**config.mk**
```make
export PLATFORM = sky130hd
export DESIGN_NAME = rtc_guarded
export DESIGN_NICKNAME = d
export VERILOG_FILES = /design/src/rtl/rtc_pkg.sv /design/src/rtl/rtc_access_guard.sv /design/src/rtl/rtc_time_count.sv /design/src/rtl/rtc_sub_alarm.sv /design/src/rtl/rtc_guarded.sv
export SDC_FILE = /design/constraint.sdc
export NUM_CORES = 1
export LEC_CHECK = 0
export ABC_AREA = 1
export BUFFER_PORTS_ARGS = -buffer_cell sky130_fd_sc_hd__buf_2
export CORE_UTILIZATION = 35
export DETAILED_ROUTE_END_ITERATION = 12
export PLACE_DENSITY_LB_ADDON = 0.3
export RECOVER_POWER = 100
export SYNTH_ARGS = -nofsm -noshare
export SYNTH_HDL_FRONTEND = slang
export SYNTH_HIERARCHICAL = 1
export SYNTH_SLANG_ARGS = --single-unit
```
**constraint.sdc**
```tcl
create_clock -name clk -period 5.6 [get_ports clk]
set_input_delay 1.12 -clock clk [delete_from_list [all_inputs] [get_ports clk]]
set_output_delay 1.12 -clock clk [all_outputs]
set_load 0.02 [all_outputs]
```
**src/rtl/rtc_pkg.sv**
```systemverilog
package rtc_pkg;

    typedef enum logic [2:0] {
        A_SEC    = 3'd0,
        A_SUB    = 3'd1,
        A_TOD    = 3'd2,
        A_SALM   = 3'd3,
        A_OSC    = 3'd4,
        A_CTRL   = 3'd5,
        A_FLAG   = 3'd6
    } rtc_addr_e;

    localparam int CB_BUSY   = 0;
    localparam int CB_READY  = 1;
    localparam int CB_WEN    = 2;
    localparam int CB_TOD_EN = 3;
    localparam int CB_SUB_EN = 4;

    localparam int FB_TOD = 0;
    localparam int FB_SUB = 1;

endpackage

```
**src/rtl/rtc_access_guard.sv**
```systemverilog
module rtc_access_guard
    import rtc_pkg::*;
#(
    parameter int BUSY_CYC = 2
) (
    input  logic       clk,
    input  logic       rst_n,
    input  logic       wr_req,
    input  logic [2:0] addr,
    input  logic       wen,
    input  logic       tod_en,
    input  logic       sub_en,
    output logic       busy,
    output logic       ok_sec,
    output logic       ok_sub,
    output logic       ok_tod,
    output logic       ok_salm,
    output logic       ok_osc,
    output logic       ok_ctrl
);

    localparam int BW = $clog2(BUSY_CYC + 1);

    typedef struct packed {
        logic [BW-1:0] cnt;
    } guard_t;

    guard_t q, d;
    logic   free;
    logic   accepted;

    always_comb begin
        d        = q;
        busy     = (q.cnt != '0);
        free     = wr_req && !busy;
        ok_sec   = free && (addr == A_SEC)  && wen;
        ok_sub   = free && (addr == A_SUB)  && wen;
        ok_osc   = free && (addr == A_OSC)  && wen;
        ok_tod   = free && (addr == A_TOD)  && !tod_en;
        ok_salm  = free && (addr == A_SALM) && !sub_en;
        ok_ctrl  = free && (addr == A_CTRL);
        accepted = ok_sec || ok_sub || ok_osc || ok_tod || ok_salm || ok_ctrl;
        if (accepted) begin
            d.cnt = BW'(BUSY_CYC);
        end else if (busy) begin
            d.cnt = q.cnt - 1'b1;
        end
    end

    always_ff @(posedge clk or negedge rst_n) begin
        if (!rst_n) q <= '0;
        else        q <= d;
    end

    AST_BUSY_AFTER_WRITE: assert property (@(posedge clk) disable iff (!rst_n)
        accepted |=> busy);

    AST_BUSY_SINGLE_ADMIT: assert property (@(posedge clk) disable iff (!rst_n)
        accepted |=> !accepted);

endmodule

```
**src/rtl/rtc_time_count.sv**
```systemverilog
module rtc_time_count #(
    parameter int SUB_W = 12,
    parameter int SEC_W = 32
) (
    input  logic             clk,
    input  logic             rst_n,
    input  logic             tick,
    input  logic             ld_sec,
    input  logic             ld_sub,
    input  logic [SEC_W-1:0] wdata,
    output logic [SEC_W-1:0] sec,
    output logic [SUB_W-1:0] sub,
    output logic             sec_step,
    output logic [SEC_W-1:0] sec_nxt
);

    localparam logic [SUB_W-1:0] SUB_MAX = '1;

    typedef struct packed {
        logic [SEC_W-1:0] sec;
        logic [SUB_W-1:0] sub;
    } cnt_t;

    cnt_t q, d;

    always_comb begin
        d        = q;
        sec_step = 1'b0;
        if (ld_sec) d.sec = wdata;
        if (ld_sub) d.sub = wdata[SUB_W-1:0];
        if (tick && !ld_sec && !ld_sub) begin
            if (q.sub == SUB_MAX) begin
                d.sub    = '0;
                d.sec    = q.sec + 1'b1;
                sec_step = 1'b1;
            end else begin
                d.sub = q.sub + 1'b1;
            end
        end
        sec_nxt = d.sec;
    end

    always_ff @(posedge clk or negedge rst_n) begin
        if (!rst_n) q <= '0;
        else        q <= d;
    end

    assign sec = q.sec;
    assign sub = q.sub;

    AST_SUB_WRAP: assert property (@(posedge clk) disable iff (!rst_n)
        (tick && !ld_sec && !ld_sub && sub == SUB_MAX)
        |=> (sub == '0) && (sec == SEC_W'($past(sec) + 1'b1)));

    AST_WRITE_BEATS_TICK: assert property (@(posedge clk) disable iff (!rst_n)
        (tick && ld_sub && !ld_sec) |=> (sub == $past(wdata[SUB_W-1:0])) && $stable(sec));

endmodule

```
**src/rtl/rtc_sub_alarm.sv**
```systemverilog
module rtc_sub_alarm #(
    parameter int SUB_W = 12
) (
    input  logic             clk,
    input  logic             rst_n,
    input  logic             tick,
    input  logic             en,
    input  logic [SUB_W-1:0] reload,
    output logic             hit
);

    typedef struct packed {
        logic [SUB_W-1:0] cnt;
    } dn_t;

    dn_t q, d;

    always_comb begin
        d   = q;
        hit = 1'b0;
        if (!en) begin
            d.cnt = reload;
        end else if (tick) begin
            if (q.cnt <= SUB_W'(1)) begin
                hit   = 1'b1;
                d.cnt = reload;
            end else begin
                d.cnt = q.cnt - 1'b1;
            end
        end
    end

    always_ff @(posedge clk or negedge rst_n) begin
        if (!rst_n) q <= '0;
        else        q <= d;
    end

    AST_DOWN_STEP: assert property (@(posedge clk) disable iff (!rst_n)
        (en && tick && q.cnt > SUB_W'(1)) |=> (q.cnt == $past(q.cnt) - 1'b1));

    AST_IDLE_HOLD: assert property (@(posedge clk) disable iff (!rst_n)
        (en && !tick) |=> $stable(q.cnt) || !$past(en));

endmodule

```
**src/rtl/rtc_guarded.sv**
```systemverilog
module rtc_guarded
    import rtc_pkg::*;
#(
    parameter int SUB_W    = 12,
    parameter int SEC_W    = 32,
    parameter int TOD_W    = 20,
    parameter int OSC_W    = 8,
    parameter int BUSY_CYC = 2
) (
    input  logic             clk,
    input  logic             rst_n,
    input  logic             tick_en,
    input  logic             bus_sel,
    input  logic             bus_wr,
    input  logic [2:0]       bus_addr,
    input  logic [SEC_W-1:0] bus_wdata,
    output logic [SEC_W-1:0] bus_rdata,
    output logic             rd_stale,
    output logic             tod_alarm,
    output logic             sub_alarm
);

    typedef struct packed {
        logic [TOD_W-1:0] tod;
        logic [SUB_W-1:0] salm;
        logic [OSC_W-1:0] osc;
        logic             wen;
        logic             tod_en;
        logic             sub_en;
        logic             tod_flag;
        logic             sub_flag;
    } regs_t;

    regs_t q, d;

    logic             wr_req;
    logic             busy;
    logic             ok_sec, ok_sub, ok_tod, ok_salm, ok_osc, ok_ctrl;
    logic [SEC_W-1:0] sec;
    logic [SUB_W-1:0] sub;
    logic             sec_step;
    logic [SEC_W-1:0] sec_nxt;
    logic             sub_hit;
    logic             tod_set;
    logic [1:0]       clr;
    logic             ready;

    assign wr_req = bus_sel && bus_wr;
    assign ready  = !tick_en;

    rtc_access_guard #(.BUSY_CYC(BUSY_CYC)) u_guard (
        .clk     (clk),
        .rst_n   (rst_n),
        .wr_req  (wr_req),
        .addr    (bus_addr),
        .wen     (q.wen),
        .tod_en  (q.tod_en),
        .sub_en  (q.sub_en),
        .busy    (busy),
        .ok_sec  (ok_sec),
        .ok_sub  (ok_sub),
        .ok_tod  (ok_tod),
        .ok_salm (ok_salm),
        .ok_osc  (ok_osc),
        .ok_ctrl (ok_ctrl)
    );

    rtc_time_count #(.SUB_W(SUB_W), .SEC_W(SEC_W)) u_count (
        .clk      (clk),
        .rst_n    (rst_n),
        .tick     (tick_en),
        .ld_sec   (ok_sec),
        .ld_sub   (ok_sub),
        .wdata    (bus_wdata),
        .sec      (sec),
        .sub      (sub),
        .sec_step (sec_step),
        .sec_nxt  (sec_nxt)
    );

    rtc_sub_alarm #(.SUB_W(SUB_W)) u_subalm (
        .clk    (clk),
        .rst_n  (rst_n),
        .tick   (tick_en),
        .en     (q.sub_en),
        .reload (q.salm),
        .hit    (sub_hit)
    );

    always_comb begin
        d       = q;
        clr     = (wr_req && bus_addr == A_FLAG) ? bus_wdata[1:0] : 2'b00;
        tod_set = q.tod_en && sec_step && (sec_nxt[TOD_W-1:0] == q.tod);
        if (ok_tod)  d.tod  = bus_wdata[TOD_W-1:0];
        if (ok_salm) d.salm = bus_wdata[SUB_W-1:0];
        if (ok_osc)  d.osc  = bus_wdata[OSC_W-1:0];
        if (ok_ctrl) begin
            d.wen    = bus_wdata[CB_WEN];
            d.tod_en = bus_wdata[CB_TOD_EN];
            d.sub_en = bus_wdata[CB_SUB_EN];
        end
        d.tod_flag = (q.tod_flag && !clr[FB_TOD]) || tod_set;
        d.sub_flag = (q.sub_flag && !clr[FB_SUB]) || sub_hit;
    end

    always_ff @(posedge clk or negedge rst_n) begin
        if (!rst_n) q <= '0;
        else        q <= d;
    end

    always_comb begin
        bus_rdata = '0;
        unique case (bus_addr)
            A_SEC:  bus_rdata = sec;
            A_SUB:  bus_rdata[SUB_W-1:0] = sub;
            A_TOD:  bus_rdata[TOD_W-1:0] = q.tod;
            A_SALM: bus_rdata[SUB_W-1:0] = q.salm;
            A_OSC:  bus_rdata[OSC_W-1:0] = q.osc;
            A_CTRL: begin
                bus_rdata[CB_BUSY]   = busy;
                bus_rdata[CB_READY]  = ready;
                bus_rdata[CB_WEN]    = q.wen;
                bus_rdata[CB_TOD_EN] = q.tod_en;
                bus_rdata[CB_SUB_EN] = q.sub_en;
            end
            A_FLAG: begin
                bus_rdata[FB_TOD] = q.tod_flag;
                bus_rdata[FB_SUB] = q.sub_flag;
            end
            default: bus_rdata = '0;
        endcase
    end

    assign rd_stale  = bus_sel && !bus_wr && tick_en &&
                       (bus_addr == A_SEC || bus_addr == A_SUB);
    assign tod_alarm = q.tod_flag;
    assign sub_alarm = q.sub_flag;

    AST_TOD_LOCKED: assert property (@(posedge clk) disable iff (!rst_n)
        (wr_req && bus_addr == A_TOD && (busy || q.tod_en)) |=> $stable(q.tod));

    AST_SALM_LOCKED: assert property (@(posedge clk) disable iff (!rst_n)
        (wr_req && bus_addr == A_SALM && (busy || q.sub_en)) |=> $stable(q.salm));

    AST_OSC_LOCKED: assert property (@(posedge clk) disable iff (!rst_n)
        (wr_req && bus_addr == A_OSC && (busy || !q.wen)) |=> $stable(q.osc));

    AST_CTRL_DROPPED: assert property (@(posedge clk) disable iff (!rst_n)
        (wr_req && bus_addr == A_CTRL && busy)
        |=> $stable(q.wen) && $stable(q.tod_en) && $stable(q.sub_en));

    AST_TOD_STICKY: assert property (@(posedge clk) disable iff (!rst_n)
        (tod_alarm && !(wr_req && bus_addr == A_FLAG && bus_wdata[FB_TOD])) |=> tod_alarm);

    AST_SUB_STICKY: assert property (@(posedge clk) disable iff (!rst_n)
        (sub_alarm && !(wr_req && bus_addr == A_FLAG && bus_wdata[FB_SUB])) |=> sub_alarm);

    AST_STALE_NOT_READY: assert property (@(posedge clk) disable iff (!rst_n)
        rd_stale |-> !ready);

endmodule

```
==> out/results.tsv <==
stage	metric	value	unit
drt	drtAntennaViolNets	0	
cts	hold_buffers	0	
cts	cts_tree	yes	
power_and_ir_drop	p_seq_share	40.2	%
synthesis	syn_nets	1194	
cts	htreeDepth	3	
global_route	grt_pass1_vias	6625	
sta	rsz0062_at_grt	no	
drt	vias	7206	
critical_path	start_kind	input port	
final_layout	final_cells	1464	
hold_path	hold_path_depth	2	
synthesis	synth_area	7370	sq um
critical_path	reg2reg_depth	21	
sta	period_share	81.3	%
sta	tightest_slew	1960	ps
power_and_ir_drop	switching_power	1.53	mW
cts	post_cts_resized	0	
floorplanning	initial_core_util	36.1	%
critical_path	crit_family	simple AND/OR/NAND/NOR gates	
critical_path	rr_startpoint	u_guard/q[0]	
drt	met1_length	10600	um
drt	routed_wl	21900	um
drt	routed.top_layer	met4	
placed_design	routabilityCongestion	0.910	
critical_path	cp_data_required_time	5910	ps
power_and_ir_drop	p_sw_share	45.9	%
critical_path	path_buf_inv	7	
synthesis	syn_avg_cell_area	6.41	sq um
sta	skew	15.5	ps
power_and_ir_drop	combPwrFrac	41.0	%
power_and_ir_drop	p_int	1.81	mW
sta	min_period	4550	ps
critical_path	arrival	4860	ps
sta	drv_slew	106	
hold_path	hp-start	u_subalm/q[1]	
cts	clk_latency	370	ps
sta	hold_viol	0	
floorplanning	fp.dieH	147	um
drt	viasPerCell	4.92	
global_route	overflow	0	
cts	cts_root_buffer	clkbuf_16	
floorplanning	rows	52	
critical_path	r2r_slack	1390	ps
placed_design	dp_slack	1300	ps
drt	wire_per_inst	15.0	um
floorplanning	die-area	21600	sq um
floorplanning	io_pins	75	
drt	wl_met3	1280	um
cts	cts_setup_buffers	0	
cts	clk_pin_slew	80	ps
sta	slew_headroom	-30.6	%
flow_run	maxCapViolCount	2	
cts	cts.sinks	103	
synthesis	syn_inst	1149	
power_and_ir_drop	p_total	3.34	mW
sta	tns	0	ps
power_and_ir_drop	ir_drop	0.185	mV
placed_design	dp_hpwl	16300	um
cts	numCtsBuffers	9	
power_and_ir_drop	clkPwrFrac	18.8	%
critical_path	reg2reg_to	tod_alarm	
critical_path	cpMaxStageDelayCell	inv_1	
drt	met2_length	9740	um
drt	drt_iter0_markers	514	
floorplanning	core_area	20400	sq um
placed_design	dp_cells	1448	
sta	setup_viol	0	
final_layout	layout.nets	1234	
global_route	grtUsageTotal	21.1	%
power_and_ir_drop	p_leak	4.09	nW
critical_path	path_max_fanout	37	
critical_path	crit_chain	buf_2, nand2_1, inv_1, nand2_1, inv_1, nand3_1, nor2_1, inv_1, nand2_1, nor2_8, inv_2, nor2_8, inv_2, o21ai_0, inv_1, nand2_1, nand2_1, nor2_1, nand2_1, nor2_1, nand3_1, nand2_1	
drt	drcViolationCount	0	
power_and_ir_drop	powerDensity	419	nW/um^2
sta	max_freq	220	MHz
global_route	antenna_found_initial	0	
drt	drtPass1Iterations	5	
critical_path	slowest_delay	630	ps
floorplanning	die_w	147	um
cts	clk_path_buf_depth	2	
final_layout	drive_gt1_share	8.12	%
sta	fin_ws	1050	ps
outcome	status	finished with violations	
final_layout	syn_to_final_growth	8.29	%
hold_path	hold_path_class	register to register	
placed_design	io_buffers	74	
critical_path	crit_top_cell	nand2_1	
hold_path	whs_endpoint	u_subalm/q[1]	
outcome	violations	max-capacitance violations, max-slew violations	
final_layout	diodes	0	
critical_path	cp-end-kind	register	
final_layout	fin_util	39.1	%
global_route	grt_start_max_net_pins	71	
global_route	grt_pass1_wl	35600	um
critical_path	path_class	input port to register	
synthesis	ys_warn_count	6	
-- metrics by stage --
stage | hold WS (ps) | area (sq um)
global route | 550 | 7980
finish | 513 | 7980
floorplan | 471 | 7370
detailed placement | 498 | 7800
global placement | 494 | 7800
CTS | 519 | 8080
-- registers in the layout (all words and copies together) (netlist names) --
name and cells:
u_subalm/q 12, u_count/sub 12, sub_alarm 1, q 43, tod_alarm 1, u_guard/q 2, u_count/sec 32
-- area by class of cell --
class                           count  area [sq um]
Clock inverter                      7          55.1
Tap cell                          270           338
Inverter                          177           664
Clock buffer                        9           225
Sequential cell                   103          2580
Timing Repair Buffer               77           347
Fill cell                        2282         12500
Multi-Input combinational cell    821          3770
-- power by group through the flow --
stage | combinational (mW) | clock (mW) | sequential, mW
3_3_place_gp | 1.37 | 0 | 1.35
5_1_grt | 1.59 | 0.665 | 1.39
4_1_cts | 1.39 | 0.640 | 1.34
3_5_place_dp | 1.38 | 0 | 1.35
6_report | 1.37 | 0.627 | 1.34
2_1_floorplan | 1.18 | 0 | 1.25
-- worst reg2reg max path, stage by stage, from the launching register on --
cell	delay (ps)
dfrtp_1	360
inv_1	50
ha_1	230
nand2_1	90
inv_1	70
nand3_1	140
nor2_1	90
inv_1	630
nand2_1	320
nor2_8	230
inv_2	100
nor2_8	460
inv_2	410
o21ai_0	370
inv_1	70
nand2_1	60
nand2_1	50
nor2_1	110
nand2_1	80
nor2_1	90
nand3_1	80
nand2_1	60
-- layer usage --
layer / vias up / track usage [%]
li1: 3618 / -
met1: 3390 / 30.1
met2: 177 / 32.8
met3: 21 / 3.29
met4: 0 / 6.19
met5: - / 0
-- worst max-delay path by stage --
stage | cells after the start | slack [ps] | from | endpoint
final | 22 | 1050 | bus_sel | tod_alarm
after global routing | 22 | 680 | bus_sel | tod_alarm
after CTS | 24 | 1670 | bus_sel | tod_alarm
after detailed placement | 24 | 1300 | bus_sel | tod_alarm
after global placement | 24 | 1400 | bus_sel | tod_alarm
after floorplan | 4 | 2460 | bus_addr[2] | bus_rdata[12]
-- cell usage in the layout (no fill, tap or decap), types with 3 or more instances in the layout --
cell	instances
mux2_2	8
nor3_1	6
nand4_1	7
o21bai_1	3
o21ai_0	100
inv_1	170
nor2_2	7
nand2_2	4
clkbuf_16	9
xor2_1	7
xnor2_1	7
buf_2	39
nand3_1	73
mux2i_1	3
dfrtp_1	103
nor2_1	126
or2_2	4
clkbuf_1	35
o22ai_1	7
o211ai_1	12
o2111ai_1	4
inv_2	7
ha_1	5
inv_6	4
nand2_1	410
a21oi_1	10
Note: power is estimated with default switching activity, not from simulation.
